`src/rtl/ts16_mon_pkg.sv`:
```
// Package: shared constants and helpers for the TS16 multiframe alarm monitor.
// Assumes an 8-bit time slot octet; everything else is parameterised per module.
package ts16_mon_pkg;

    localparam int OCTET_W = 8;
    localparam int ZCNT_W  = $clog2(OCTET_W + 1);

    typedef logic [OCTET_W-1:0] octet_t;
    typedef logic [ZCNT_W-1:0]  zcnt_t;

    // Number of zero bits in one octet.
    function automatic zcnt_t count_zeros(input octet_t o);
        zcnt_t n;
        n = '0;
        for (int b = 0; b < OCTET_W; b++) begin
            if (!o[b]) n = n + zcnt_t'(1);
        end
        return n;
    endfunction

endpackage

```
`src/rtl/ts16_mf_align.sv`:
```
// Module: tracks TS16 multiframe alignment using two independent loss criteria:
// repeated missing pattern in frame 0, and a long run of all-zero octets.
// Assumes octets arrive already frame aligned with a correct frame number.
// Restoration happens on a single good frame-0 pattern.
module ts16_mf_align
    import ts16_mon_pkg::*;
#(
    parameter int MF_FRAMES    = 16,
    parameter int MISS_LIMIT   = 2,
    parameter int ZERO_RUN_LEN = 16
) (
    input  logic                         clk,
    input  logic                         rst_n,
    input  logic                         ts_valid,
    input  octet_t                       ts_octet,
    input  logic [$clog2(MF_FRAMES)-1:0] frame_idx,
    output logic                         mf_loss
);

    localparam int FIDX_W = $clog2(MF_FRAMES);
    localparam int MISS_W = $clog2(MISS_LIMIT + 1);
    localparam int RUN_W  = $clog2(ZERO_RUN_LEN + 1);

    logic [MISS_W-1:0] miss_cnt;
    logic [RUN_W-1:0]  run_cnt;
    logic              at_frame0;
    logic              all_zero;
    logic              pattern_ok;
    logic              miss_hit;
    logic              run_hit;

    // Decode of the current strobe: frame position, pattern and zero content.
    always_comb begin
        at_frame0  = ts_valid && (frame_idx == FIDX_W'(0));
        all_zero   = (ts_octet == '0);
        pattern_ok = (ts_octet[OCTET_W-1:OCTET_W-4] == 4'b0000) && !all_zero;
        miss_hit   = at_frame0 && !pattern_ok && (miss_cnt == MISS_W'(MISS_LIMIT - 1));
        run_hit    = ts_valid && all_zero && (run_cnt == RUN_W'(ZERO_RUN_LEN - 1));
    end

    // Counts consecutive frame-0 pattern misses, saturating at the limit.
    always_ff @(posedge clk) begin
        if (!rst_n) begin
            miss_cnt <= '0;
        end else if (at_frame0) begin
            if (pattern_ok)
                miss_cnt <= '0;
            else if (miss_cnt != MISS_W'(MISS_LIMIT))
                miss_cnt <= miss_cnt + MISS_W'(1);
        end
    end

    // Counts consecutive all-zero octets, saturating at the run length.
    always_ff @(posedge clk) begin
        if (!rst_n) begin
            run_cnt <= '0;
        end else if (ts_valid) begin
            if (!all_zero)
                run_cnt <= '0;
            else if (run_cnt != RUN_W'(ZERO_RUN_LEN))
                run_cnt <= run_cnt + RUN_W'(1);
        end
    end

    // Alignment state: set by either loss criterion, cleared by a good pattern.
    always_ff @(posedge clk) begin
        if (!rst_n)
            mf_loss <= 1'b1;
        else if (miss_hit || run_hit)
            mf_loss <= 1'b1;
        else if (at_frame0 && pattern_ok)
            mf_loss <= 1'b0;
    end


    loss_needs_strobe_chk: assert property (@(posedge clk) disable iff (!rst_n)
        $rose(mf_loss) |-> $past(ts_valid))
        else $error("mf_loss rose without a strobe");


    restore_at_frame0_chk: assert property (@(posedge clk) disable iff (!rst_n)
        $fell(mf_loss) |-> $past(ts_valid && frame_idx == FIDX_W'(0)))
        else $error("alignment restored outside frame 0");


    run_bound_chk: assert property (@(posedge clk) disable iff (!rst_n)
        run_cnt <= RUN_W'(ZERO_RUN_LEN))
        else $error("zero run counter overflowed");


    miss_bound_chk: assert property (@(posedge clk) disable iff (!rst_n)
        miss_cnt <= MISS_W'(MISS_LIMIT))
        else $error("miss counter overflowed");

endmodule

```
`src/rtl/ts16_ais_detect.sv`:
```
// Module: detects the TS16 alarm indication signal by counting zero bits over
// each multiframe period (frame 0 to the last frame). Too few zeros in enough
// consecutive periods sets the alarm; one period with enough zeros clears it.
// Assumes frame numbers ascend; a period only counts if its frame 0 was seen.
module ts16_ais_detect
    import ts16_mon_pkg::*;
#(
    parameter int MF_FRAMES    = 16,
    parameter int AIS_ZERO_MIN = 4,
    parameter int AIS_PERIODS  = 2
) (
    input  logic                         clk,
    input  logic                         rst_n,
    input  logic                         ts_valid,
    input  octet_t                       ts_octet,
    input  logic [$clog2(MF_FRAMES)-1:0] frame_idx,
    output logic                         ais_state
);

    localparam int FIDX_W   = $clog2(MF_FRAMES);
    localparam int ACC_W    = $clog2(MF_FRAMES * OCTET_W + 1);
    localparam int STREAK_W = $clog2(AIS_PERIODS + 1);

    logic [ACC_W-1:0]    zero_acc;
    logic [ACC_W-1:0]    acc_next;
    logic [STREAK_W-1:0] streak;
    logic [STREAK_W-1:0] streak_next;
    logic                period_open;
    logic                is_first;
    logic                is_last;
    logic                period_low;

    // Running zero total for the period and the verdict at its last frame.
    always_comb begin
        is_first    = (frame_idx == FIDX_W'(0));
        is_last     = (frame_idx == FIDX_W'(MF_FRAMES - 1));
        acc_next    = is_first ? ACC_W'(count_zeros(ts_octet))
                               : zero_acc + ACC_W'(count_zeros(ts_octet));
        period_low  = (acc_next < ACC_W'(AIS_ZERO_MIN));
        streak_next = (streak == STREAK_W'(AIS_PERIODS)) ? streak
                                                         : streak + STREAK_W'(1);
    end

    // Accumulates zeros and tracks whether a period started at frame 0.
    always_ff @(posedge clk) begin
        if (!rst_n) begin
            zero_acc    <= '0;
            period_open <= 1'b0;
        end else if (ts_valid) begin
            zero_acc <= acc_next;
            if (is_first)
                period_open <= 1'b1;
            else if (is_last)
                period_open <= 1'b0;
        end
    end

    // Closes a complete period: updates the low-period streak and alarm state.
    always_ff @(posedge clk) begin
        if (!rst_n) begin
            streak    <= '0;
            ais_state <= 1'b0;
        end else if (ts_valid && is_last && (period_open || is_first)) begin
            if (period_low) begin
                streak <= streak_next;
                if (streak_next == STREAK_W'(AIS_PERIODS))
                    ais_state <= 1'b1;
            end else begin
                streak    <= '0;
                ais_state <= 1'b0;
            end
        end
    end


    ais_set_at_end_chk: assert property (@(posedge clk) disable iff (!rst_n)
        $rose(ais_state) |-> $past(ts_valid && frame_idx == FIDX_W'(MF_FRAMES - 1)))
        else $error("ais rose outside a period end");


    ais_clear_at_end_chk: assert property (@(posedge clk) disable iff (!rst_n)
        $fell(ais_state) |-> $past(ts_valid && frame_idx == FIDX_W'(MF_FRAMES - 1)))
        else $error("ais fell outside a period end");


    streak_bound_chk: assert property (@(posedge clk) disable iff (!rst_n)
        streak <= STREAK_W'(AIS_PERIODS))
        else $error("streak counter overflowed");

endmodule

```
`src/rtl/ts16_irq_gen.sv`:
```
// Module: turns the alignment and alarm states into one-cycle interrupt pulses.
// Pulses are high in the first cycle a state shows its new value. Assumes
// both states are registered upstream and reset to the values given here.
module ts16_irq_gen (
    input  logic clk,
    input  logic rst_n,
    input  logic cos_mode,
    input  logic mf_loss,
    input  logic ais_state,
    output logic irq_mf,
    output logic irq_ais
);

    logic mf_prev;
    logic ais_prev;

    // Remembers last cycle's states, matching their reset values.
    always_ff @(posedge clk) begin
        if (!rst_n) begin
            mf_prev  <= 1'b1;
            ais_prev <= 1'b0;
        end else begin
            mf_prev  <= mf_loss;
            ais_prev <= ais_state;
        end
    end

    // Edge detection; the mode decides whether a fall of mf_loss counts.
    always_comb begin
        irq_ais = (ais_state != ais_prev);
        irq_mf  = cos_mode ? (mf_loss != mf_prev) : (mf_loss && !mf_prev);
    end


    irq_ais_single_chk: assert property (@(posedge clk) disable iff (!rst_n)
        irq_ais |=> !irq_ais || (ais_state != $past(ais_state)))
        else $error("irq_ais held without a new change");

endmodule

```
`src/rtl/ts16_mf_monitor.sv`:
```
// Module: top of the TS16 multiframe alarm monitor. Joins the alignment
// tracker, alarm detector and interrupt generator. Assumes an aligned E1
// stream delivering one TS16 octet per frame with its multiframe frame number.
module ts16_mf_monitor
    import ts16_mon_pkg::*;
#(
    parameter int MF_FRAMES    = 16,
    parameter int MISS_LIMIT   = 2,
    parameter int ZERO_RUN_LEN = 16,
    parameter int AIS_ZERO_MIN = 4,
    parameter int AIS_PERIODS  = 2
) (
    input  logic                         clk,
    input  logic                         rst_n,
    input  logic                         ts_valid,
    input  logic [7:0]                   ts_octet,
    input  logic [$clog2(MF_FRAMES)-1:0] frame_idx,
    input  logic                         cos_mode,
    output logic                         mf_loss,
    output logic                         ais_state,
    output logic                         irq_mf,
    output logic                         irq_ais
);

    ts16_mf_align #(
        .MF_FRAMES   (MF_FRAMES),
        .MISS_LIMIT  (MISS_LIMIT),
        .ZERO_RUN_LEN(ZERO_RUN_LEN)
    ) u_align (
        .clk      (clk),
        .rst_n    (rst_n),
        .ts_valid (ts_valid),
        .ts_octet (ts_octet),
        .frame_idx(frame_idx),
        .mf_loss  (mf_loss)
    );

    ts16_ais_detect #(
        .MF_FRAMES   (MF_FRAMES),
        .AIS_ZERO_MIN(AIS_ZERO_MIN),
        .AIS_PERIODS (AIS_PERIODS)
    ) u_ais (
        .clk      (clk),
        .rst_n    (rst_n),
        .ts_valid (ts_valid),
        .ts_octet (ts_octet),
        .frame_idx(frame_idx),
        .ais_state(ais_state)
    );

    ts16_irq_gen u_irq (
        .clk      (clk),
        .rst_n    (rst_n),
        .cos_mode (cos_mode),
        .mf_loss  (mf_loss),
        .ais_state(ais_state),
        .irq_mf   (irq_mf),
        .irq_ais  (irq_ais)
    );


    ais_change_irq_chk: assert property (@(posedge clk) disable iff (!rst_n)
        (ais_state != $past(ais_state)) |-> irq_ais)
        else $error("ais change without interrupt");


    no_irq_on_restore_chk: assert property (@(posedge clk) disable iff (!rst_n)
        (!cos_mode && $fell(mf_loss)) |-> !irq_mf)
        else $error("restore interrupt in loss-only mode");


    cos_change_irq_chk: assert property (@(posedge clk) disable iff (!rst_n)
        (cos_mode && (mf_loss != $past(mf_loss))) |-> irq_mf)
        else $error("alignment change without interrupt");


    idle_hold_chk: assert property (@(posedge clk) disable iff (!rst_n)
        !$past(ts_valid) |-> ($stable(mf_loss) && $stable(ais_state)))
        else $error("state moved without a strobe");

endmodule

```
`config.mk`:
```
export PLATFORM = sky130hd
export DESIGN_NAME = ts16_mf_monitor
export DESIGN_NICKNAME = d
export VERILOG_FILES = /design/src/rtl/ts16_mon_pkg.sv /design/src/rtl/ts16_mf_align.sv /design/src/rtl/ts16_ais_detect.sv /design/src/rtl/ts16_irq_gen.sv /design/src/rtl/ts16_mf_monitor.sv
export SDC_FILE = /design/constraint.sdc
export NUM_CORES = 1
export LEC_CHECK = 0
export BUFFER_PORTS_ARGS = -buffer_cell sky130_fd_sc_hd__buf_2
export CORE_ASPECT_RATIO = 0.5
export CORE_MARGIN = 2
export CORE_UTILIZATION = 55
export CTS_BUF_LIST = sky130_fd_sc_hd__clkbuf_4 sky130_fd_sc_hd__clkbuf_8 sky130_fd_sc_hd__clkbuf_16
export CTS_CLUSTER_SIZE = 10
export DETAILED_ROUTE_END_ITERATION = 8
export GPL_TIMING_DRIVEN = 0
export PLACE_DENSITY = 0.71
export SYNTH_ARGS = -nofsm -noshare
export SYNTH_HDL_FRONTEND = slang
export SYNTH_SLANG_ARGS = --single-unit
```
`constraint.sdc`:
```
create_clock -name clk -period 12.55 [get_ports clk]
set_input_delay 0.6275 -clock clk [delete_from_list [all_inputs] [get_ports clk]]
set_output_delay 0.6275 -clock clk [all_outputs]
set_load 0.02 [all_outputs]
```
Yosys cells after proc, flatten, opt, wreduce, memory -nomap -nowiden

Index checks and enable logic that the tools add are counted.

$add $sub $neg: 11
$lt $le $gt $ge: 1
Equality and inequality tests: 11
Multiplexer cells: 20
Bitwise logic cells: 1
Reduce and logical (&&, ||, !) cells: 25

Operators by type and width:

| operator            | count |
|---|---|
| $mux 4              | 7 |
| $add 4x1->4 const B | 6 |
| $logic_and 1x1->1   | 10 |
| $mux 5              | 2 |
| $add 8x4->8         | 1 |
| $logic_not 4->1     | 2 |
| $logic_not 8->1     | 1 |
| $lt 8x3->1 const B  | 1 |
| $mux 2              | 4 |
| $mux 8              | 1 |
| $reduce_and 2->1    | 4 |
| $mux 1              | 6 |
| $ne 2x2->1 const B  | 3 |
| $add 5x1->5 const B | 1 |
| $eq 5x4->1 const B  | 1 |
| $ne 5x5->1 const B  | 1 |
| $add 2x1->2 const B | 2 |
| $eq 2x2->1 const B  | 2 |
| $eq 4x4->1 const B  | 1 |
| $reduce_bool 2->1   | 2 |
| $logic_not 1->1     | 3 |
| $add 1x1->2 const B | 1 |
| $eq 2x1->1 const B  | 1 |
| $logic_or 1x1->1    | 2 |
| 3 further kinds     | 4 |

Register bits: 22
Input port bits: 16
Output and inout port bits: 4
Word-level logic and storage cells: 78

Longest topological paths before layout

Word-level depth: 20
Mapped depth: 26
Mapped depth without buffers: 26

Cells and area by module

From an unflattened synthesis, not the netlist that was laid out.

Cells, all modules: 266
Area, all modules: 2137.0 µm²

Modules (own cells, without submodules):

| module          | times used | cells an instance | area each (µm²) | seq. area each (µm²) |
|---|---|---|---|---|
| ts16_ais_detect | 1          | 193               | 1505.2          | 240.2 |
| ts16_mf_align   | 1          | 64                | 544.3           | 160.2 |
| ts16_irq_gen    | 1          | 9                 | 87.6            | 40.0 |

Worst setup path after synthesis

OpenSTA, ideal clock, no wires.

Kind: in2reg
Start: in ts_octet[0]
End: reg u_ais.streak[1]
Setup time: 71 ps
Arrival time: 4875 ps
Data required time: 12479 ps
Slack: 7604 ps
Stages: 25
Buffers on the path: 0
Cells stage by stage: inv_1 > ha_1 > xnor2_2 > xnor2_1 > nor2_1 > a21oi_1 > inv_1 > ha_1 > xnor2_1 > or3_1 > o221a_2 > ha_1 > nor2b_1 > xnor3_1 > xor2_1 > nor4b_2 > nand2_1 > o31a_1 > ha_1 > inv_1 > o21bai_1 > mux2i_1 > a31o_2 > nand4_1 > a21oi_1

Word-level cells in the longest chain between the ends: 19

Ends and longest elaborated chain:

| item                 | RTL line              | RTL |
|---|---|---|
| from (decl)          | ts16_mf_monitor.sv:16 | `input logic [7:0] ts_octet,` |
| $mux 1 *             | ts16_mon_pkg.sv:16    | `if (!o[b]) n = n + zcnt_t'(1);` |
| $add 1x1->2          | ts16_mon_pkg.sv:16    |  |
| $mux 4 *             | ts16_mon_pkg.sv:16    |  |
| $add 4x1->4          | ts16_mon_pkg.sv:16    |  |
| $mux 4 *             | ts16_mon_pkg.sv:16    |  |
| $add 4x1->4          | ts16_mon_pkg.sv:16    |  |
| $mux 4 *             | ts16_mon_pkg.sv:16    |  |
| $add 4x1->4          | ts16_mon_pkg.sv:16    |  |
| [3 not listed]       | -                     |  |
| $add 4x1->4          | ts16_mon_pkg.sv:16    |  |
| $mux 4 *             | ts16_mon_pkg.sv:16    |  |
| $add 4x1->4          | ts16_mon_pkg.sv:16    |  |
| $mux 4 *             | ts16_mon_pkg.sv:16    |  |
| $add 8x4->8          | ts16_ais_detect.sv:38 | `: zero_acc + ACC_W'(count_zeros(ts_octet));` |
| $mux 8 *             | ts16_ais_detect.sv:37 | `acc_next = is_first ? ACC_W'(count_zeros(ts_octet))` |
| $lt 8x3->1 *         | ts16_ais_detect.sv:39 | `period_low = (acc_next < ACC_W'(AIS_ZERO_MIN));` |
| $mux 2 *             | ts16_ais_detect.sv:64 | `if (period_low) begin` |
| to (signal assigned) | ts16_ais_detect.sv:65 | `streak <= streak_next;` |
| to (decl)            | ts16_ais_detect.sv:26 | `logic [STREAK_W-1:0] streak;` |

Mark *: on every way between the ends. The rest lies on a longest branch, timed or not.
A chain may end at the register's enable or synchronous reset.

Final worst setup path

Same ends and word-level chain as after synthesis.

==> flow_summary.toml <==
[clock_tree]
count_of_cells_resized_by_post_cts_repair = 0
insertion_delay_ps = 260
clock-root-buffer = "clkbuf_8"
tritoncts_num_sinks = 22
tritoncts.num_buffers = 3
cts_max_path_buffers = 2
cts_tree = "built"
clk_pin_slew_worst_paths_ps = 70
htreeDepth = 1
cts_hold_buf = 0
cts_post_setup_buffers_inserted = 0

[sta]
final-hold-violation-count = 0
final.period_utilization_pct = 41.8
final_setup_skew_ps = 4.45
max-slew-margin-rel_pct = 30.8
final.min_clock_period_ps = 5240
achievable-frequency_mhz = 191
worst_hold_slack_ps = 468
final_max_slew_viol_count = 0
setup_viol = 0
setup_total_negative_slack_ps = 0
worstMarginPinSlew_ps = 1030
rsz0062_at_grt = "no"

[layout]
fin_area_sq_um = 2170
drive_gt1_share_pct = 14.6
areaGrowthSynthToFinish_pct = 10.4
finish.net_count = 300
antennaDiodeCount = 0
postLayoutCoreUtil_pct = 63.2

[placement]
place_area_sq_um = 2110
place.port_buffers = 17
detailedPlacementHpwl_um = 3080
gp_routability_congestion = 0.870

[setup_path]
critical_path_buf_inv_count = 4
timing.critical_path.required_ps = 12740
cp_slowest_stage_delay_ps = 380
setup.worst_path.class = "input port to flop"
critical_path.top_delay_family = "adder cells"
worstPathMaxFanout = 3
capturing_element_type_of_the_critical_path = "flop"
timing.critical_path.mode_cell = "ha_1"
critPathLaunchType = "input port"
cpMaxStageDelayCell = "xnor3_1"
worst_endpoint_data_arrival_time_ps = 5430
r2r_slack_ps = 10510

[yosys]
synth.top_cells.by_count = "nor2_1, nand2_1, dfxtp_1, ha_1, inv_1"
synth_xor_area_share_pct = 13.9
synth.cell_area_sq_um = 1970
synth_seq_cells = 22
yosys-top-cells-area = "dfxtp_1, ha_1, xnor2_1"
synthMostInstantiatedCell = "nor2_1"
seq_area_frac_synth_pct = 22.4
postSynth.asyncResetShare_pct = 0
yosys_most_used_dff = "dfxtp_1"
syn-mean-instance-area_sq_um = 8.19
mappedNetlistNets = 278
synth_edf_count = 0
main_combinational_cell_family_by_area_after_synthesis = "simple AND/OR/NAND/NOR gates"
post_synthesis_share_of_cell_area_spent_on_full_adders_half_adders_and_majority_gates_pct = 14.4
synthDominantCellAreaShare_pct = 22.4
yosysTopAreaCell = "dfxtp_1"
yosys_warnings = 0
yosys-mux-area-fraction_pct = 2.16
post_synth_num_cell_types = 56
syn-instance-count = 240
synth-compound-area-share_pct = 16.4
yosys.area_share.simple_pct = 25.6

[grt]
global_route.usage.total_pct = 20.6
grt_max_degree = 13
globalRoute.totalOverflow = 0
grt_first_pass_wirelength_um = 6500
antenna_violations_before_repair = 0
first_global_vias = 1484

[power_and_ir_drop]
power.static_leakage_nw = 0.946
vdd_ir_drop_max_uv = 83.7
report.power.total_mw = 0.274
pwr_density_cell_nw_per_um2 = 126

[route]
post_detailed_routing_wire_length_um = 3810
final_antenna_net_count = 0
post_drt_wl_per_cell_um = 12.2
dr.pass1.iters = 4
first_iter_violations = 45
viasPerCell = 5.42
vias = 1691
drc = 0

[floorplan]
initial_utilization_pct = 57.2
chipWidth_um = 88.5
i_o_pin_total = 20
std_cell_rows = 15
fp.dieH_um = 46.3
overall_die_area_sq_um = 4100
core_area_sq_um = 3430

[run]
maxCapViolations = 0

[run_status]
run_status = "finished, final reports clean"

[worst_hold_path]
hp-class = "flop to flop"
worst reg2reg max path: stages, from the launching register on:
cell and delay [ps]:
dfxtp_1 320, ha_1 230, fa_1 390, and2_1 160
o21ai_0 150, nand2b_1 150, nor3_1 160, a31o_2 150
nand4_1 100, a21oi_1 160
through the flow:
step | instances | worst slack, ps
4_1_cts | 312 | 7300
2_1_floorplan | 240 | 7600
5_1_grt | 312 | 6930
3_5_place_dp | 308 | 7040
3_3_place_gp | 308 | 7160
6_report | 312 | 7310
layer usage:
| metal | up-vias | global-route usage [%] | wire length, um |
|---|---|---|---|
| li1 | 883 | - | - |
| met1 | 778 | 27.4 | 1900 |
| met2 | 25 | 36.1 | 1740 |
| met3 | 5 | 3.23 | 140 |
| met4 | 0 | 4.55 | 31 |
| met5 | - | 0 | 0 |
report_power, final:
| group | leakage [nW] | internal, mW | total (mW) | switching (mW) |
|---|---|---|---|---|
| sequential | 0.178 | 0.0754 | 0.0804 | 0.00499 |
| clock | 0.0288 | 0.0280 | 0.0502 | 0.0222 |
| combinational | 0.738 | 0.0658 | 0.143 | 0.0775 |
sequential cells by signal, summed over array words and instances (netlist names):
signal	cells
u_ais.streak	2
u_align.miss_cnt	2
u_ais.ais_state	1
u_irq.mf_prev	1
u_align.run_cnt	5
u_irq.ais_prev	1
u_align.mf_loss	1
u_ais.zero_acc	8
u_ais.period_open	1
final timing paths:
path                             startpoint                            to  cells after the start
max                             ts_octet[0]  u_ais.streak[1]$_SDFFE_PN0P_                     26
min            u_ais.streak[0]$_SDFFE_PN0P_  u_ais.streak[0]$_SDFFE_PN0P_                      2
max reg2reg  u_ais.zero_acc[0]$_SDFFE_PN0P_  u_ais.streak[1]$_SDFFE_PN0P_                      9
min reg2reg    u_ais.streak[0]$_SDFFE_PN0P_  u_ais.streak[0]$_SDFFE_PN0P_                      2
placed cells by master (no fill, tap or decap), types with 2 or more instances in the layout:
| master | n |
|---|---|
| mux2i_1 | 2 |
| o21ai_0 | 9 |
| nor4_1 | 5 |
| and3_1 | 4 |
| and2_1 | 4 |
| clkbuf_1 | 4 |
| nand4_1 | 4 |
| o221a_2 | 2 |
| nor2_1 | 26 |
| buf_2 | 20 |
| or3_1 | 2 |
| ha_1 | 21 |
| xnor3_1 | 2 |
| mux2_2 | 2 |
| xor2_1 | 9 |
| nand2b_1 | 4 |
| clkbuf_8 | 4 |
| nor2b_1 | 6 |
| xnor2_1 | 12 |
| a21oi_1 | 14 |
| nand2_1 | 24 |
| a22oi_1 | 2 |
| dfxtp_1 | 22 |
| a31oi_1 | 3 |
| inv_1 | 16 |
| nand3_1 | 7 |
cell families (layout without fill, tap and decap cells):
family                     Yosys count  in the layout
and+or+nand+nor                     96             96
adders and majority gates           22             22
DFF                                 22             22
muxes                                4              4
AOI/OAI and AO/OA                   46             46
xor gates and xnor gates            25             25
buffers and inverters               25             46
area by class of cell:
type / count / area, sq um
timing repair buffer: 17 / 85.1
fill: 328 / 1260
clock buffer: 4 / 55.1
multi-input combinational: 193 / 1420
tap: 51 / 63.8
sequential: 22 / 440
inverter: 17 / 63.8
buffer: 8 / 37.5
(Power assumes the default switching activity.)
